## config.mk

```make
export PLATFORM = sky130hd
export DESIGN_NAME = sdram_burst_colgen
export DESIGN_NICKNAME = d
export VERILOG_FILES = /design/src/rtl/colgen_pkg.sv /design/src/rtl/colgen_mode_decode.sv /design/src/rtl/colgen_beat_ctr.sv /design/src/rtl/colgen_addr_gen.sv /design/src/rtl/sdram_burst_colgen.sv
export SDC_FILE = /design/constraint.sdc
export NUM_CORES = 1
export LEC_CHECK = 0
export BUFFER_PORTS_ARGS = -buffer_cell sky130_fd_sc_hd__buf_2
export CAP_MARGIN = 20
export CORE_ASPECT_RATIO = 0.6
export CORE_MARGIN = 3
export CORE_UTILIZATION = 41
export DETAILED_ROUTE_END_ITERATION = 8
export PLACE_DENSITY = 0.7
export SYNTH_ARGS = -nofsm -noshare
export SYNTH_HDL_FRONTEND = slang
export SYNTH_SLANG_ARGS = --single-unit
```

## constraint.sdc

```tcl
create_clock -name clk -period 3.1 [get_ports clk]
set_clock_uncertainty 0.15 [all_clocks]
set_input_delay 0.62 -clock clk [delete_from_list [all_inputs] [get_ports clk]]
set_output_delay 0.62 -clock clk [all_outputs]
set_load 0.02 [all_outputs]
```

## src/rtl/colgen_pkg.sv

```systemverilog
package colgen_pkg;

  // Decoded burst settings, captured at the start of a burst
  typedef struct packed {
    logic [1:0] len_log;   // fixed length is 2**len_log beats
    logic       full;      // full-page: runs until stopped
    logic       intlv;     // XOR order
  } burst_cfg_t;

  localparam logic [2:0] BLC_1    = 3'd0;
  localparam logic [2:0] BLC_2    = 3'd1;
  localparam logic [2:0] BLC_4    = 3'd2;
  localparam logic [2:0] BLC_8    = 3'd3;
  localparam logic [2:0] BLC_PAGE = 3'd7;

endpackage

```

## src/rtl/colgen_mode_decode.sv

```systemverilog
module colgen_mode_decode
  import colgen_pkg::*;
(
  input  logic [2:0] bl_code,
  input  logic       intlv_order,
  input  logic       single_write,
  input  logic       is_write,
  output burst_cfg_t cfg
);

  always_comb begin
    cfg = '0;
    unique case (bl_code)
      BLC_2:    cfg.len_log = 2'd1;
      BLC_4:    cfg.len_log = 2'd2;
      BLC_8:    cfg.len_log = 2'd3;
      BLC_PAGE: cfg.full    = 1'b1;
      default:  cfg.len_log = 2'd0;   // code 0 and reserved codes
    endcase
    // XOR order has no meaning across a whole page
    cfg.intlv = intlv_order && !cfg.full;
    if (single_write && is_write) begin
      cfg.len_log = 2'd0;
      cfg.full    = 1'b0;
      cfg.intlv   = 1'b0;
    end
  end

endmodule

```

## src/rtl/colgen_beat_ctr.sv

```systemverilog
module colgen_beat_ctr
  import colgen_pkg::*;
#(
  parameter int COL_W = 11
) (
  input  logic             clk,
  input  logic             rst,
  input  logic             load,
  input  logic             stop,
  input  burst_cfg_t       load_cfg,
  input  burst_cfg_t       cur_cfg,
  output logic             busy,
  output logic             last,
  output logic [COL_W-1:0] idx
);

  logic [COL_W-1:0] idx_nx;
  logic [COL_W-1:0] final_idx;

  assign idx_nx    = idx + COL_W'(1);
  assign final_idx = (COL_W'(1) << cur_cfg.len_log) - COL_W'(1);

  always_ff @(posedge clk) begin
    if (rst) begin
      busy <= 1'b0;
      last <= 1'b0;
      idx  <= '0;
    end else if (load) begin
      busy <= 1'b1;
      last <= !load_cfg.full && (load_cfg.len_log == 2'd0);
      idx  <= '0;
    end else if (stop || last || !busy) begin
      busy <= 1'b0;
      last <= 1'b0;
      idx  <= '0;
    end else begin
      idx  <= idx_nx;
      last <= !cur_cfg.full && (idx_nx == final_idx);
    end
  end


  page_never_last_chk: assert property (@(posedge clk) disable iff (rst)
    (busy && cur_cfg.full && !$past(load)) |-> !last);


  beat_advance_chk: assert property (@(posedge clk) disable iff (rst)
    (busy && !last && !load && !stop) |=> (busy && idx == $past(idx) + COL_W'(1)));

endmodule

```

## src/rtl/colgen_addr_gen.sv

```systemverilog
module colgen_addr_gen
  import colgen_pkg::*;
#(
  parameter int COL_W = 11
) (
  input  logic [COL_W-1:0] base,
  input  logic [COL_W-1:0] idx,
  input  burst_cfg_t       cfg,
  output logic [COL_W-1:0] col
);

  logic [COL_W-1:0] wrap_mask;
  logic [COL_W-1:0] offs;
  logic [COL_W-1:0] linear;

  assign linear    = base + idx;
  assign wrap_mask = (COL_W'(1) << cfg.len_log) - COL_W'(1);
  assign offs      = cfg.intlv ? (base ^ idx) : linear;

  always_comb begin
    if (cfg.full) col = linear;
    else          col = (base & ~wrap_mask) | (offs & wrap_mask);
  end


  always_comb begin
    if (!cfg.full && (idx & ~wrap_mask) == '0)
      block_stay_chk: assert ((col & ~wrap_mask) == (base & ~wrap_mask));
  end

endmodule

```

## src/rtl/sdram_burst_colgen.sv

```systemverilog
module sdram_burst_colgen
  import colgen_pkg::*;
#(
  parameter int COL_W = 11
) (
  input  logic             clk,
  input  logic             rst,
  input  logic             start,
  input  logic [COL_W-1:0] start_col,
  input  logic             is_write,
  input  logic [2:0]       bl_code,
  input  logic             intlv_order,
  input  logic             single_write,
  input  logic             terminate,
  output logic [COL_W-1:0] col,
  output logic             col_valid,
  output logic             col_last
);

  burst_cfg_t       cfg_in;
  burst_cfg_t       cfg_q;
  logic [COL_W-1:0] base_q;
  logic [COL_W-1:0] beat_idx;

  colgen_mode_decode u_dec (
    .bl_code      (bl_code),
    .intlv_order  (intlv_order),
    .single_write (single_write),
    .is_write     (is_write),
    .cfg          (cfg_in)
  );

  always_ff @(posedge clk) begin
    if (rst) begin
      cfg_q  <= '0;
      base_q <= '0;
    end else if (start) begin
      cfg_q  <= cfg_in;
      base_q <= start_col;
    end
  end

  colgen_beat_ctr #(.COL_W(COL_W)) u_ctr (
    .clk      (clk),
    .rst      (rst),
    .load     (start),
    .stop     (terminate),
    .load_cfg (cfg_in),
    .cur_cfg  (cfg_q),
    .busy     (col_valid),
    .last     (col_last),
    .idx      (beat_idx)
  );

  colgen_addr_gen #(.COL_W(COL_W)) u_addr (
    .base (base_q),
    .idx  (beat_idx),
    .cfg  (cfg_q),
    .col  (col)
  );


  first_beat_chk: assert property (@(posedge clk) disable iff (rst)
    start |=> (col_valid && col == $past(start_col)));


  stop_chk: assert property (@(posedge clk) disable iff (rst)
    (terminate && !start) |=> (!col_valid && !col_last));


  last_has_valid_chk: assert property (@(posedge clk) disable iff (rst)
    col_last |-> col_valid);


  end_after_last_chk: assert property (@(posedge clk) disable iff (rst)
    (col_last && !start) |=> !col_valid);

endmodule

```

# ---- Word level (Yosys, flattened, before mapping)
# Cells that the tools add are included.
dict set report totals {
  elab_cells 43
  register_bits 28
  out_inout_bits 13
}
dict set report classes {
  shift 1
  muxes 9
  reduce_logical 13
  add_sub_neg 3
  bitwise 5
  eq_ne 5
}
# op count
set ops {}
lappend ops {{bitwise AND 11 bit} 2}
lappend ops {{two-way mux 11 bit} 2}
lappend ops {{adder 11 x 1 -> 11 bit (second input constant)} 1}
lappend ops {{adder 11 bit} 1}
lappend ops {{== test 11 bit} 1}
lappend ops {{inverter 11 bit} 1}
lappend ops {{OR 11 bit} 1}
lappend ops {{left shift 1 x 2 -> 11 bit (first input constant)} 1}
lappend ops {{subtractor 11 x 2 -> 11 bit (second input constant)} 1}
lappend ops {{bitwise XOR 11 bit} 1}
lappend ops {{== test 3 x 2 -> 1 bit (second input constant)} 2}
lappend ops {{case mux 2 bit (3 select lines)} 1}
lappend ops {{two-way mux 1 bit} 5}
lappend ops {{logical AND 1 bit} 4}
lappend ops {{zero test 1 bit} 4}
lappend ops {{two-way mux 4 bit} 1}
lappend ops {{== test 3 x 1 -> 1 bit (second input constant)} 1}
lappend ops {{== test 3 bit (second input constant)} 1}
lappend ops {{OR reduction 3 bit} 1}
lappend ops {{zero test 2 bit} 1}
lappend ops {{logical OR 1 bit} 2}
lappend ops {{nonzero test 2 bit} 1}

# ---- Longest topological paths before layout
dict set report depth {
  word_depth 8
  ltp_mapped 8
  depth_no_buf 8
}

# ---- Modules after synthesis
# From an unflattened synthesis, not the netlist that was laid out.
dict set report unflattened {
  cells_unflattened 235
  area_unflattened_um2 2000.7
}
# mod cells_each n_inst seq_area_each_um2 area_per_inst_um2
set modules_own_cells {}
lappend modules_own_cells {colgen_beat_ctr 87 1 260.2 745.7}
lappend modules_own_cells {colgen_addr_gen 93 1 0.0 675.6}
lappend modules_own_cells {sdram_burst_colgen 48 1 300.3 541.8}
lappend modules_own_cells {colgen_mode_decode 7 1 0.0 37.5}

# ---- Worst setup path after synthesis
# No wires, ideal clock.
dict set report synth_timing {
  path_kind {register -> output}
  from {register u_ctr.idx[0]}
  to {output col[10]}
  arrival_ns 2.185
  path_slack_ns 0.145
  required_ns 2.330
  path_stages_with_launch 8
  path_cell_list {dfxtp_1 > ha_1 > fa_1 > a211oi_1 > o21ai_2 > a41o_1 > mux2i_1 > xnor2_1}
}
dict set report synth_between {
  elab_chain_cells 5
}
# element line
set synth_rtl {}
lappend synth_rtl {{start, declared} colgen_beat_ctr.sv:14} ;# output logic [COL_W-1:0] idx
lappend synth_rtl {{start signal, assigned} colgen_beat_ctr.sv:37} ;# idx <= idx_nx;
lappend synth_rtl {{adder 11 bit *} colgen_addr_gen.sv:16} ;# assign linear = base + idx;
lappend synth_rtl {{two-way mux 11 bit} colgen_addr_gen.sv:18} ;# assign offs = cfg.intlv ? (base ^ idx) : linear;
lappend synth_rtl {{bitwise AND 11 bit} colgen_addr_gen.sv:22} ;# else col = (base & ~wrap_mask) | (offs & wrap_mask);
lappend synth_rtl {{OR 11 bit} colgen_addr_gen.sv:22}
lappend synth_rtl {{two-way mux 11 bit *} colgen_addr_gen.sv:21} ;# if (cfg.full) col = linear;
lappend synth_rtl {{end, declared} sdram_burst_colgen.sv:15} ;# output logic [COL_W-1:0] col,
# Every way passes the cells marked *; elsewhere a longest branch is shown, timed or not.

# ---- Worst setup path in the final report
dict set report layout_timing {
  from {register u_ctr.idx[0]}
  to {output col[6]}
}
# The elaborated chain is that of the path after synthesis.

==> results by group <==
Run status
  – Status: complete, but fails checks
  – Failing checks: negative setup slack

Setup path
  – Crit path launch type: register
  – Worst-path fanout max: 3
  – Worst path bufs/invs: 2
  – Slowest CP cell: fa_2
  – FF-to-FF setup slack: 790 ps
  – Critical Path AT: 2340 ps
  – Worst r2r src: cfg_q[3]
  – CP endpoint kind: primary output
  – Crit path kind: reg -> out
  – Reg2Reg Depth: 8
  – Critical Path RT: approximately 2300 ps
  – Top Family by Delay on Critical Path: adder cells
  – Worst R2R End: u_ctr.last
  – Crit path cell chain: ha_4 > fa_2 > a211oi_2 > buf_4 > o21ai_1 > a21oi_1 > xnor2_1 > mux2_4 > buf_6
  – Crit-path max cell delay: 370 ps

Routing
  – Vias/cell: about 5.5
  – First-pass DRT Iterations: 4
  – Post-Route WL: about 5000 um
  – Initial DRC Count: between 100 and 150
  – DRC violations left: 0
  – Via Count: ~1800
  – ANT nets after route: 0
  – WL per Instance: roughly 15 um

Synthesis
  – Post-synthesis cell area: just under 2000 sq um
  – Syn_area_per_cell: 8.35 sq um
  – Main synth FF type: dfxtp_1
  – Multiplexer share of the synthesized area: 9.31%
  – Post-Synth Adder-Cell Area: 9.69%
  – Synth Net Count: 273
  – Share of flip-flops with an asynchronous set or reset: 0%
  – Yosys reg bits: 28
  – Synth warn: 0
  – Main combinational cell family by area after synthesis: simple AND/OR/NAND/NOR gates
  – Sequential element share of the synthesized area: approximately 28%
  – Simple-gate portion of the synthesized area: between 20% and 30%
  – Synthesized instance count: approximately 240
  – Post-synth EDFFs: 0
  – Xor/xnor share of the synthesized area: 8.18%
  – Netlist cell types: 50
  – Post-synthesis compound-gate area fraction: 17.9%

GRT
  – Total Routing Usage GR: 18.3%
  – First-pass GRT wire length: 8210 um
  – Pin count of the biggest net entering global routing: 23
  – Remaining global-route overflow: 0
  – Initial antenna violation count: 0
  – Vias in the first global route: roughly 1800

Place
  – Port Buffer Count: 33
  – RD Place Congestion: slightly below 0.9
  – Placement Setup Slack: 131 ps
  – Dpl cells: around 330
  – Detailed placer's ending HPWL: ~3700 um

Power and ir drop
  – Sw Share: 26.3%
  – Leakage: roughly 0.0011 uW
  – Cell internal pwr: ~540 uW
  – Clock power share: just over 30%
  – Sequential Power Share: between 50% and 60%
  – Sw power: a little under 200 uW
  – Combinational group share of total power: ~17%
  – Worst-case vdd ir drop: around 0.00018 V
  – Cell Pwr Density: ~310 nW/um^2

Die
  – Die height: between 50 and 60 um
  – Die area: about 5700 sq um
  – Core area: 4370 sq um
  – # rows: 18
  – I/O pin count: 34
  – Initial core utilization: approximately 46%
  – Die Width: about 96 um

STA
  – FMAX: 322 MHz
  – Least-Margin Pin Slew: about 500 ps
  – Ratio of final minimum period to clock period: 100%
  – Final Critical Period: ~3100 ps
  – Setup violators final: 1
  – Worst setup margin: -7.25 ps
  – Max-slew violation count: 0
  – RSZ-0062 raised after global routing: yes
  – Max_slew headroom: 66.1%
  – Final hold vios: 0

Worst hold path
  – Hold path depth: 2
  – HP Start: base_q[5]
  – Sink of the worst hold path: base_q[5]
  – Min-Delay Path Class: reg -> reg

Clocking
  – TritonCTS clock tree: done
  – Hold Buf Count CTS: 0
  – CTS clk-pin slew, worst paths: 100 ps
  – Clock Sinks: 28
  – Clock Latency Late Sink: 270 ps
  – CTS max path bufs: 2
  – TritonCTS buffer count: 3
  – H-tree levels: 1
  – Root Buffer: clkbuf_8

Finish
  – Area Growth Syn to Fin: 18.6%
  – Layout cell share with drive strength beyond 1: between 20% and 30%
  – Commonest non-fill, non-tap cell in the layout: nor2_1
  – Final Instance Count excl. Fillers: 333
  – Ant. Diodes: 0
  – Commonest non-fill, non-tap cells in the layout: nor2_1 (32), buf_2 (31), dfxtp_1 (24), a21oi_1 (16)
  – Nets: a little over 300

Run
  – Max Cap Violations: 0
stage by stage:
stage / utilization [%] / setup TNS (ps) / hold slack [ps] / area [sq um] / total power, uW
floorplan: - / 0 / 309 / 1990 / 469
global route: 54.0 / -204 / 419 / 2360 / 770
detailed placement: 50.9 / 0 / 371 / 2220 / 509
global placement: 50.9 / 0 / 355 / 2220 / 506
CTS: 53.2 / 0 / 393 / 2320 / 741
finish: 54.0 / -7.25 / 390 / 2360 / 734
what timing repair did:
| action | in CTS | in global routing |
|---|---|---|
| pin swaps | 5 | 7 |
| setup endpoints to repair | 3 | 3 |
| buffers inserted | 2 | 2 |
| resized for setup | 9 | 6 |
| gates cloned | 0 | 0 |
metal layers:
metal | up-vias | routed length, um | track usage, %
li1 | 934 | - | -
met2 | 59 | 2030 | 27.5
met1 | 844 | 2550 | 27.3
met4 | 0 | 13 | 2.63
met5 | - | 0 | 0
met3 | 2 | 359 | 3.77
cell usage after synthesis (2+ instances only):
cell / number / share of area [%]
a211oi_1: 5 / 1.9
a21o_1: 3 / 1.1
a21oi_1: 17 / 4.3
a31oi_1: 2 / 0.63
and3_1: 7 / 2.2
and4_1: 2 / 0.88
buf_1: 2 / 0.38
buf_2: 6 / 1.5
clkbuf_1: 5 / 0.94
dfxtp_1: 28 / 28
ha_1: 13 / 8.2
inv_1: 6 / 1.1
mux2_2: 4 / 2.3
mux2i_1: 14 / 7.0
nand2_1: 14 / 2.6
nand2b_1: 6 / 1.9
nand3_1: 7 / 1.8
nand3b_1: 2 / 0.75
nand4_1: 8 / 2.5
nor2_1: 32 / 6.0
nor2b_1: 2 / 0.63
nor3_1: 2 / 0.50
o211ai_1: 2 / 0.75
o21ai_0: 8 / 2.0
or3_1: 2 / 0.63
xnor2_1: 9 / 4.0
xor2_1: 7 / 3.1
area by class of cell:
class	count	area, sq um
Clock buffer	4	55.1
Fill cell	427	2010
Inverter	6	22.5
Multi-Input combinational cell	191	1380
Sequential cell	28	566
Tap cell	60	75.1
Timing Repair Buffer	44	256
power by group through the flow:
stage / combinational (uW) / clock, uW / sequential (uW)
floorplan: 79.5 / 0 / 390
global placement: 116 / 0 / 391
detailed placement: 118 / 0 / 391
CTS: 122 / 235 / 383
global route: 137 / 247 / 386
finish: 123 / 227 / 384
worst min-delay path, delay by kind of cell (launching register included):
| kind | cells | cell delay, ps |
|---|---|---|
| DFF | 1 | 360 |
| muxes | 1 | 80 |
| and+or+nand+nor | 1 | 70 |
cells by family after synthesis:
group / after synthesis
and+or+nand+nor: 90
AOI/OAI and AO/OA: 51
DFF: 28
buffers and inverters: 19
muxes: 18
xor gates and xnor gates: 17
adders and majority gates: 15
state kept, by name (all words and copies together), names as in the netlist:
name        cells
u_ctr.busy      1
base_q         11
u_ctr.last      1
cfg_q           4
u_ctr.idx      11
how the worst max path moves through the flow:
stage / to / depth (start not counted) / from / slack (ps)
6_report: col[6] / 9 / u_ctr.idx[0] / -7
5_1_grt: col[6] / 9 / u_ctr.idx[0] / -80
4_1_cts: col[6] / 9 / base_q[0] / 20
3_5_place_dp: col[10] / 9 / base_q[0] / 130
3_3_place_gp: col[10] / 9 / base_q[0] / 160
2_1_floorplan: col[10] / 7 / u_ctr.idx[0] / 140
Note: power is estimated with default switching activity, not from simulation.
